--- config.mk ---
export PLATFORM = sky130hd
export DESIGN_NAME = dual_rate_timer
export DESIGN_NICKNAME = d
export VERILOG_FILES = /design/src/rtl/tmr_pkg.sv /design/src/rtl/tmr_sync.sv /design/src/rtl/tmr_prescale.sv /design/src/rtl/tmr_count.sv /design/src/rtl/dual_rate_timer.sv
export SDC_FILE = /design/constraint.sdc
export NUM_CORES = 1
export LEC_CHECK = 0
export BUFFER_PORTS_ARGS = -buffer_cell sky130_fd_sc_hd__buf_2
export CAP_MARGIN = 20
export CORE_ASPECT_RATIO = 1.4
export CORE_MARGIN = 3
export CORE_UTILIZATION = 23
export CTS_CLUSTER_SIZE = 14
export DETAILED_ROUTE_END_ITERATION = 8
export PLACE_DENSITY = 0.46
export SLEW_MARGIN = 20
export SYNTH_ARGS = -nofsm -noshare
export SYNTH_HDL_FRONTEND = slang
export SYNTH_SLANG_ARGS = --single-unit
--- constraint.sdc ---
create_clock -name clk -period 3 [get_ports clk]
set_input_delay 0 -clock clk [delete_from_list [all_inputs] [get_ports clk]]
set_output_delay 0 -clock clk [all_outputs]
set_load 0.01 [all_outputs]
--- src/rtl/tmr_pkg.sv ---
package tmr_pkg;

  typedef enum logic [1:0] {
    MODE_W13  = 2'b00,
    MODE_W16  = 2'b01,
    MODE_HOLD = 2'b10,
    MODE_RSV  = 2'b11
  } tmr_mode_e;

  typedef struct packed {
    logic      ext_sel;
    logic      gate_en;
    tmr_mode_e mode;
  } tmr_cfg_t;

endpackage

--- src/rtl/tmr_sync.sv ---
module tmr_sync #(
  parameter int STAGES = 2
) (
  input  logic clk,
  input  logic rst,
  input  logic pin,
  output logic level,
  output logic fall
);

  logic [STAGES-1:0] chain;
  logic              prev_q;

  generate
    if (STAGES == 1) begin : g_one
      always_ff @(posedge clk) begin
        if (rst) chain <= '0;
        else     chain <= pin;
      end
    end else begin : g_many
      always_ff @(posedge clk) begin
        if (rst) chain <= '0;
        else     chain <= {chain[STAGES-2:0], pin};
      end
    end
  endgenerate

  always_ff @(posedge clk) begin
    if (rst) prev_q <= 1'b0;
    else     prev_q <= chain[STAGES-1];
  end

  assign level = chain[STAGES-1];
  assign fall  = prev_q & ~chain[STAGES-1];

endmodule

--- src/rtl/tmr_prescale.sv ---
module tmr_prescale #(
  parameter int SLOW_DIV = 12,
  parameter int FAST_DIV = 4
) (
  input  logic clk,
  input  logic rst,
  input  logic fast,
  input  logic restart,
  output logic tick
);

  localparam int W = (SLOW_DIV > 2) ? $clog2(SLOW_DIV) : 1;
  localparam logic [W-1:0] SLOW_LAST = W'(SLOW_DIV - 1);
  localparam logic [W-1:0] FAST_LAST = W'(FAST_DIV - 1);

  logic [W-1:0] div_q;
  logic [W-1:0] last;

  assign last = fast ? FAST_LAST : SLOW_LAST;
  assign tick = (div_q == last);

  always_ff @(posedge clk) begin
    if (rst)          div_q <= '0;
    else if (restart) div_q <= '0;
    else if (tick)    div_q <= '0;
    else              div_q <= div_q + 1'b1;
  end

endmodule

--- src/rtl/tmr_count.sv ---
module tmr_count
  import tmr_pkg::*;
#(
  parameter int DATA_W   = 8,
  parameter int PRE_BITS = 5
) (
  input  logic              clk,
  input  logic              rst,
  input  tmr_mode_e         mode,
  input  logic              inc,
  input  logic              hi_we,
  input  logic              lo_we,
  input  logic [DATA_W-1:0] wdata,
  output logic [DATA_W-1:0] hi,
  output logic [DATA_W-1:0] lo,
  output logic              ovf_pulse
);

  logic [PRE_BITS-1:0] lo_low;
  logic [DATA_W-1:0]   lo_next;
  logic                carry;
  logic                step_ok;
  logic                bump;

  assign lo_low = lo[PRE_BITS-1:0];

  always_comb begin
    step_ok = 1'b0;
    carry   = 1'b0;
    lo_next = lo;
    case (mode)
      MODE_W13: begin
        step_ok = 1'b1;
        carry   = &lo_low;
        lo_next = {lo[DATA_W-1:PRE_BITS], lo_low + 1'b1};
      end
      MODE_W16: begin
        step_ok = 1'b1;
        carry   = &lo;
        lo_next = lo + 1'b1;
      end
      default: begin
        step_ok = 1'b0;
      end
    endcase
  end

  assign bump      = inc & step_ok & ~hi_we & ~lo_we;
  assign ovf_pulse = bump & carry & (&hi);

  always_ff @(posedge clk) begin
    if (rst) begin
      hi <= '0;
      lo <= '0;
    end else begin
      if (hi_we)              hi <= wdata;
      else if (bump && carry) hi <= hi + 1'b1;
      if (lo_we)              lo <= wdata;
      else if (bump)          lo <= lo_next;
    end
  end

endmodule

--- src/rtl/dual_rate_timer.sv ---
module dual_rate_timer
  import tmr_pkg::*;
#(
  parameter int DATA_W      = 8,
  parameter int PRE_BITS    = 5,
  parameter int SLOW_DIV    = 12,
  parameter int FAST_DIV    = 4,
  parameter int SYNC_STAGES = 2
) (
  input  logic              clk,
  input  logic              rst,
  input  logic              cnt_pin,
  input  logic              gate_pin,
  input  logic              cfg_we,
  input  logic              cfg_ext_sel,
  input  logic              cfg_gate_en,
  input  logic [1:0]        cfg_mode,
  input  logic              run_we,
  input  logic              run_d,
  input  logic              rate_we,
  input  logic              rate_fast,
  input  logic              hi_we,
  input  logic              lo_we,
  input  logic [DATA_W-1:0] cnt_wdata,
  input  logic              ovf_we,
  input  logic              ovf_wdata,
  output logic [DATA_W-1:0] cnt_hi,
  output logic [DATA_W-1:0] cnt_lo,
  output logic              ovf_flag
);

  tmr_cfg_t   cfg_q;
  logic       run_q;
  logic       fast_q;
  logic [1:0] mode_q;
  logic       rate_restart;
  logic       tick;
  logic       gate_lvl;
  logic       cnt_fall;
  logic       cnt_lvl_unused;
  logic       gate_fall_unused;
  logic       count_en;
  logic       cnt_inc;
  logic       ovf_pulse;

  always_ff @(posedge clk) begin
    if (rst) begin
      cfg_q  <= '{ext_sel: 1'b0, gate_en: 1'b0, mode: MODE_W13};
      run_q  <= 1'b0;
      fast_q <= 1'b0;
    end else begin
      if (cfg_we) begin
        cfg_q.ext_sel <= cfg_ext_sel;
        cfg_q.gate_en <= cfg_gate_en;
        cfg_q.mode    <= tmr_mode_e'(cfg_mode);
      end
      if (run_we)  run_q  <= run_d;
      if (rate_we) fast_q <= rate_fast;
    end
  end

  assign mode_q       = cfg_q.mode;
  assign rate_restart = rate_we & (rate_fast != fast_q);

  tmr_prescale #(
    .SLOW_DIV(SLOW_DIV),
    .FAST_DIV(FAST_DIV)
  ) u_pre (
    .clk    (clk),
    .rst    (rst),
    .fast   (fast_q),
    .restart(rate_restart),
    .tick   (tick)
  );

  tmr_sync #(.STAGES(SYNC_STAGES)) u_sync_cnt (
    .clk  (clk),
    .rst  (rst),
    .pin  (cnt_pin),
    .level(cnt_lvl_unused),
    .fall (cnt_fall)
  );

  tmr_sync #(.STAGES(SYNC_STAGES)) u_sync_gate (
    .clk  (clk),
    .rst  (rst),
    .pin  (gate_pin),
    .level(gate_lvl),
    .fall (gate_fall_unused)
  );

  assign count_en = run_q & (~cfg_q.gate_en | gate_lvl);
  assign cnt_inc  = count_en & (cfg_q.ext_sel ? cnt_fall : tick);

  tmr_count #(
    .DATA_W  (DATA_W),
    .PRE_BITS(PRE_BITS)
  ) u_count (
    .clk      (clk),
    .rst      (rst),
    .mode     (cfg_q.mode),
    .inc      (cnt_inc),
    .hi_we    (hi_we),
    .lo_we    (lo_we),
    .wdata    (cnt_wdata),
    .hi       (cnt_hi),
    .lo       (cnt_lo),
    .ovf_pulse(ovf_pulse)
  );

  always_ff @(posedge clk) begin
    if (rst)            ovf_flag <= 1'b0;
    else if (ovf_pulse) ovf_flag <= 1'b1;
    else if (ovf_we)    ovf_flag <= ovf_wdata;
  end

endmodule

==> metrics.csv <==
stage,metric,value,unit
clocking,cts_tree,built,
sta,relSlewSlack,61.8,%
clocking,clock_latency,0.29,ns
floorplan,die_x,76.7,microns
clocking,ctsHoldBuffers,11,
grt,grt_pass1_vias,1367,
place,gp_congestion,0.737,
pwr,peakVddDrop,0.206,mV
pwr,pwr-share-clk,36.8,%
clocking,clk_path_buf_depth,2,
routing,drtAntennaViolNets,0,
routing,drc,0,
clocking,cts_root_buf,clkbuf_8,
cells_and_area,multi_input_area,881,sq um
synthesis,netlist_area,0.00161,sq mm
cells_and_area,seqCellArea,641,sq um
synthesis,synth_simple_gate_area_share,26.4,%
sta,slew_violations,0,
clocking,cts_resized,0,
synthesis,yosys_warnings,0,
place,portBuffers,41,
floorplan,coreArea,0.00670,sq mm
sta,finalClockSkew,0.00900,ns
pwr,sw_frac_of_total,28.2,%
grt,gr-max-usage-layer,met2,
synthesis,synth_compound_area_share,14.6,%
critical_path,worstPathRequired,3.16,ns
routing,vias_per_cell,4.48,
floorplan,initial_core_util,24.0,%
grt,met3_usage,2.67,%
pwr,p_per_area,451,mW/mm^2
sta,holdWs,0.00219,ns
synthesis,synth-main-ff-cell,dfxtp_1,
pwr,pwr-share-comb,12.9,%
clocking,clock_sinks,32,
sta,finalSetupTns,0,ns
synthesis,synthArstFlopShare,0,%
synthesis,seq_area_frac_synth,39.8,%
floorplan,die_area,0.00805,sq mm
synthesis,ys_types,40,
critical_path,cp-end-kind,register,
grt,grt_max_degree,30,
sta,fin_crit_sh,74.5,%
synthesis,post-synth-top-count-cell,dfxtp_1,
critical_path,worstPathMaxFanout,9,
synthesis,synth-seq-cells,32,
status,status,finished clean,
critical_path,arrival,2.39,ns
synthesis,synth_area_leaders,"dfxtp_1 40%, mux2i_1 6.2%, nor2_1 4.7%",
synthesis,yosys-top-cells-count,"32 x dfxtp_1, 20 x nor2_1, 12 x nor2b_1",
routing,wire_per_inst,12.6,microns
clocking,cts_buffers,5,
pwr,p_total,941,uW
synthesis,synthesis.nets,202,
grt,grt_pass1_wl,6670,microns
synthesis,synth_fa_ha_area_share,3.11,%
synthesis,syn_inst,173,
routing,drtIter0Drc,74,
synthesis,yosys.area.top_type,dfxtp_1,
sta,setup_viol,0,
sta,period_needed,2.24,ns
job,max_cap_viol_count,0,
critical_path,worst-path-buf-inv,1,
grt,antenna_found_initial,0,
cells_and_area,drive_above_1_share,25.7,%
floorplan,ios,42,
critical_path,crit_path_start_kind,register,
synthesis,synth.top_cell.area_share,39.8,%
grt,use_met1,12.2,%
critical_path,crit_family,simple AND/OR/NAND/NOR gates,
critical_path,crit_chain,ha_1 -> nand2b_1 -> o31a_1 -> nor4_4 -> buf_4 -> mux2i_1 -> a31oi_1,
routing,drtPass1Iterations,4,
synthesis,postSynthAreaPerCell,9.30,sq um
hold_path,hold_class,in -> reg,
grt,grt_usage,10.4,%
pwr,p_leak,0.845,nW
synthesis,synthMuxAreaShare,6.22,%
cells_and_area,nets,254,
synthesis,synth_top_family_by_area,simple AND/OR/NAND/NOR gates,
sta,grt_setup_unrepaired,no,
place,dpl.hpwl,3000,microns
sta,tightestPinTransition,0.574,ns
critical_path,critPathKind,reg -> reg,
floorplan,die-height,105,microns
pwr,seqPwrFrac,50.3,%
sta,hold_violations,0,
sta,timing.fmax,447,MHz
clocking,cts_setup_buffers,0,
critical_path,slowest_delay,0.51,ns
routing,via_count,1426,
clocking,clk_pin_slew,0.08,ns
synthesis,synth_xor_area_share,4.35,%
pwr,p_int,676,uW
floorplan,rows,35,
cells_and_area,fill_cells,743,
clocking,h-tree-depth,2,
cells_and_area,syn2layout_area_growth,29.6,%
hold_path,min_path_cells,3,
cells_and_area,n_antenna_cell,0,
synthesis,synth_edf_count,0,
critical_path,path_depth,7,
grt,globalRoute.totalOverflow,0,
grt,grt_use_met2,18.0,%
critical_path,r2r_cells,7,
routing,wirelength,4010,microns
pwr,power_switching,266,uW
critical_path,slowest_stage,nor4_4,
through the flow:
stage | instances | utilization, % | area [sq um] | setup WS, ns
6_report | 318 | 31.1 | 2090 | 0.765
2_1_floorplan | 173 | - | 1610 | 0.990
4_1_cts | 318 | 31.1 | 2090 | 0.743
3_5_place_dp | 299 | 28.1 | 1880 | 0.762
5_1_grt | 318 | 31.1 | 2090 | 0.531
3_3_place_gp | 299 | 28.1 | 1880 | 0.837
power by group through the flow:
stage	combinational [mW]	clock [mW]	sequential (mW)
2_1_floorplan	0.0598	0	0.485
3_3_place_gp	0.111	0	0.484
3_5_place_dp	0.112	0	0.484
4_1_cts	0.123	0.364	0.475
5_1_grt	0.137	0.381	0.479
6_report	0.121	0.347	0.474
cell families after synthesis:
logic type               after synthesis
AO/OA/AOI/OAI                         31
XOR/XNOR                               8
adder cells (fa/ha/maj)                4
buffers and inverters                 16
flip-flops                            32
multiplexers                          10
AND/OR/NAND/NOR                       72
cell usage in the layout (no fill, tap or decap), drive strengths merged, types with 5 or more instances in the layout:
master       netlist  routed
inv                7       7
nand2b             5       5
xnor2              7       7
nor2              20      20
nand2              7       7
a211oi             5       5
nand3b             5       5
mux2i             10      10
a31oi              5       5
dlygate4sd3        0      11
nor2b             12      12
dfxtp             32      32
buf                4      43
clkbuf             5       5
nand3              5       5
final timing paths:
check | slack, ns | start | to
worst max register to register | 0.76 | u_pre.div_q[0] | u_count.hi[4]
worst min register to register | 0.44 | u_sync_cnt.chain[0] | u_sync_cnt.chain[1]
worst max-delay path | 0.76 | u_pre.div_q[0] | u_count.hi[4]
worst min-delay path | 0.002 | ovf_wdata | ovf_flag
cell type report:
class / count / share of cell area (%)
Clock buffer: 5 / 3.30
Clock inverter: 3 / 1.14
Inverter: 7 / 1.26
Multi-Input combinational cell: 125 / 42.2
Sequential cell: 32 / 30.7
Tap cell: 92 / 5.52
Timing Repair Buffer: 54 / 15.8
per-layer routing:
| metal | up-vias | routed length (microns) | part of all wire (%) |
|---|---|---|---|
| met5 | - | 0 | 0 |
| met4 | 0 | 73 | 1.8 |
| met3 | 5 | 157 | 3.9 |
| met2 | 34 | 2030 | 51 |
| met1 | 665 | 1750 | 44 |
| li1 | 722 | - | - |
flip-flops by register name, summed over array words and instances (netlist names):
name               count
u_sync_cnt.prev_q      1
u_sync_gate.chain      2
run_q                  1
mode_q                 2
u_pre.div_q            4
u_sync_cnt.chain       2
cfg_q                  2
u_count.lo             8
ovf_flag               1
u_count.hi             8
fast_q                 1
tightest hold or removal path: cells and delay by family:
family          cells  cell delay, ns
compound gates      1            0.11
buf+inv             1            0.08
mux                 1            0.05
Note: power is estimated with default switching activity, not from simulation.
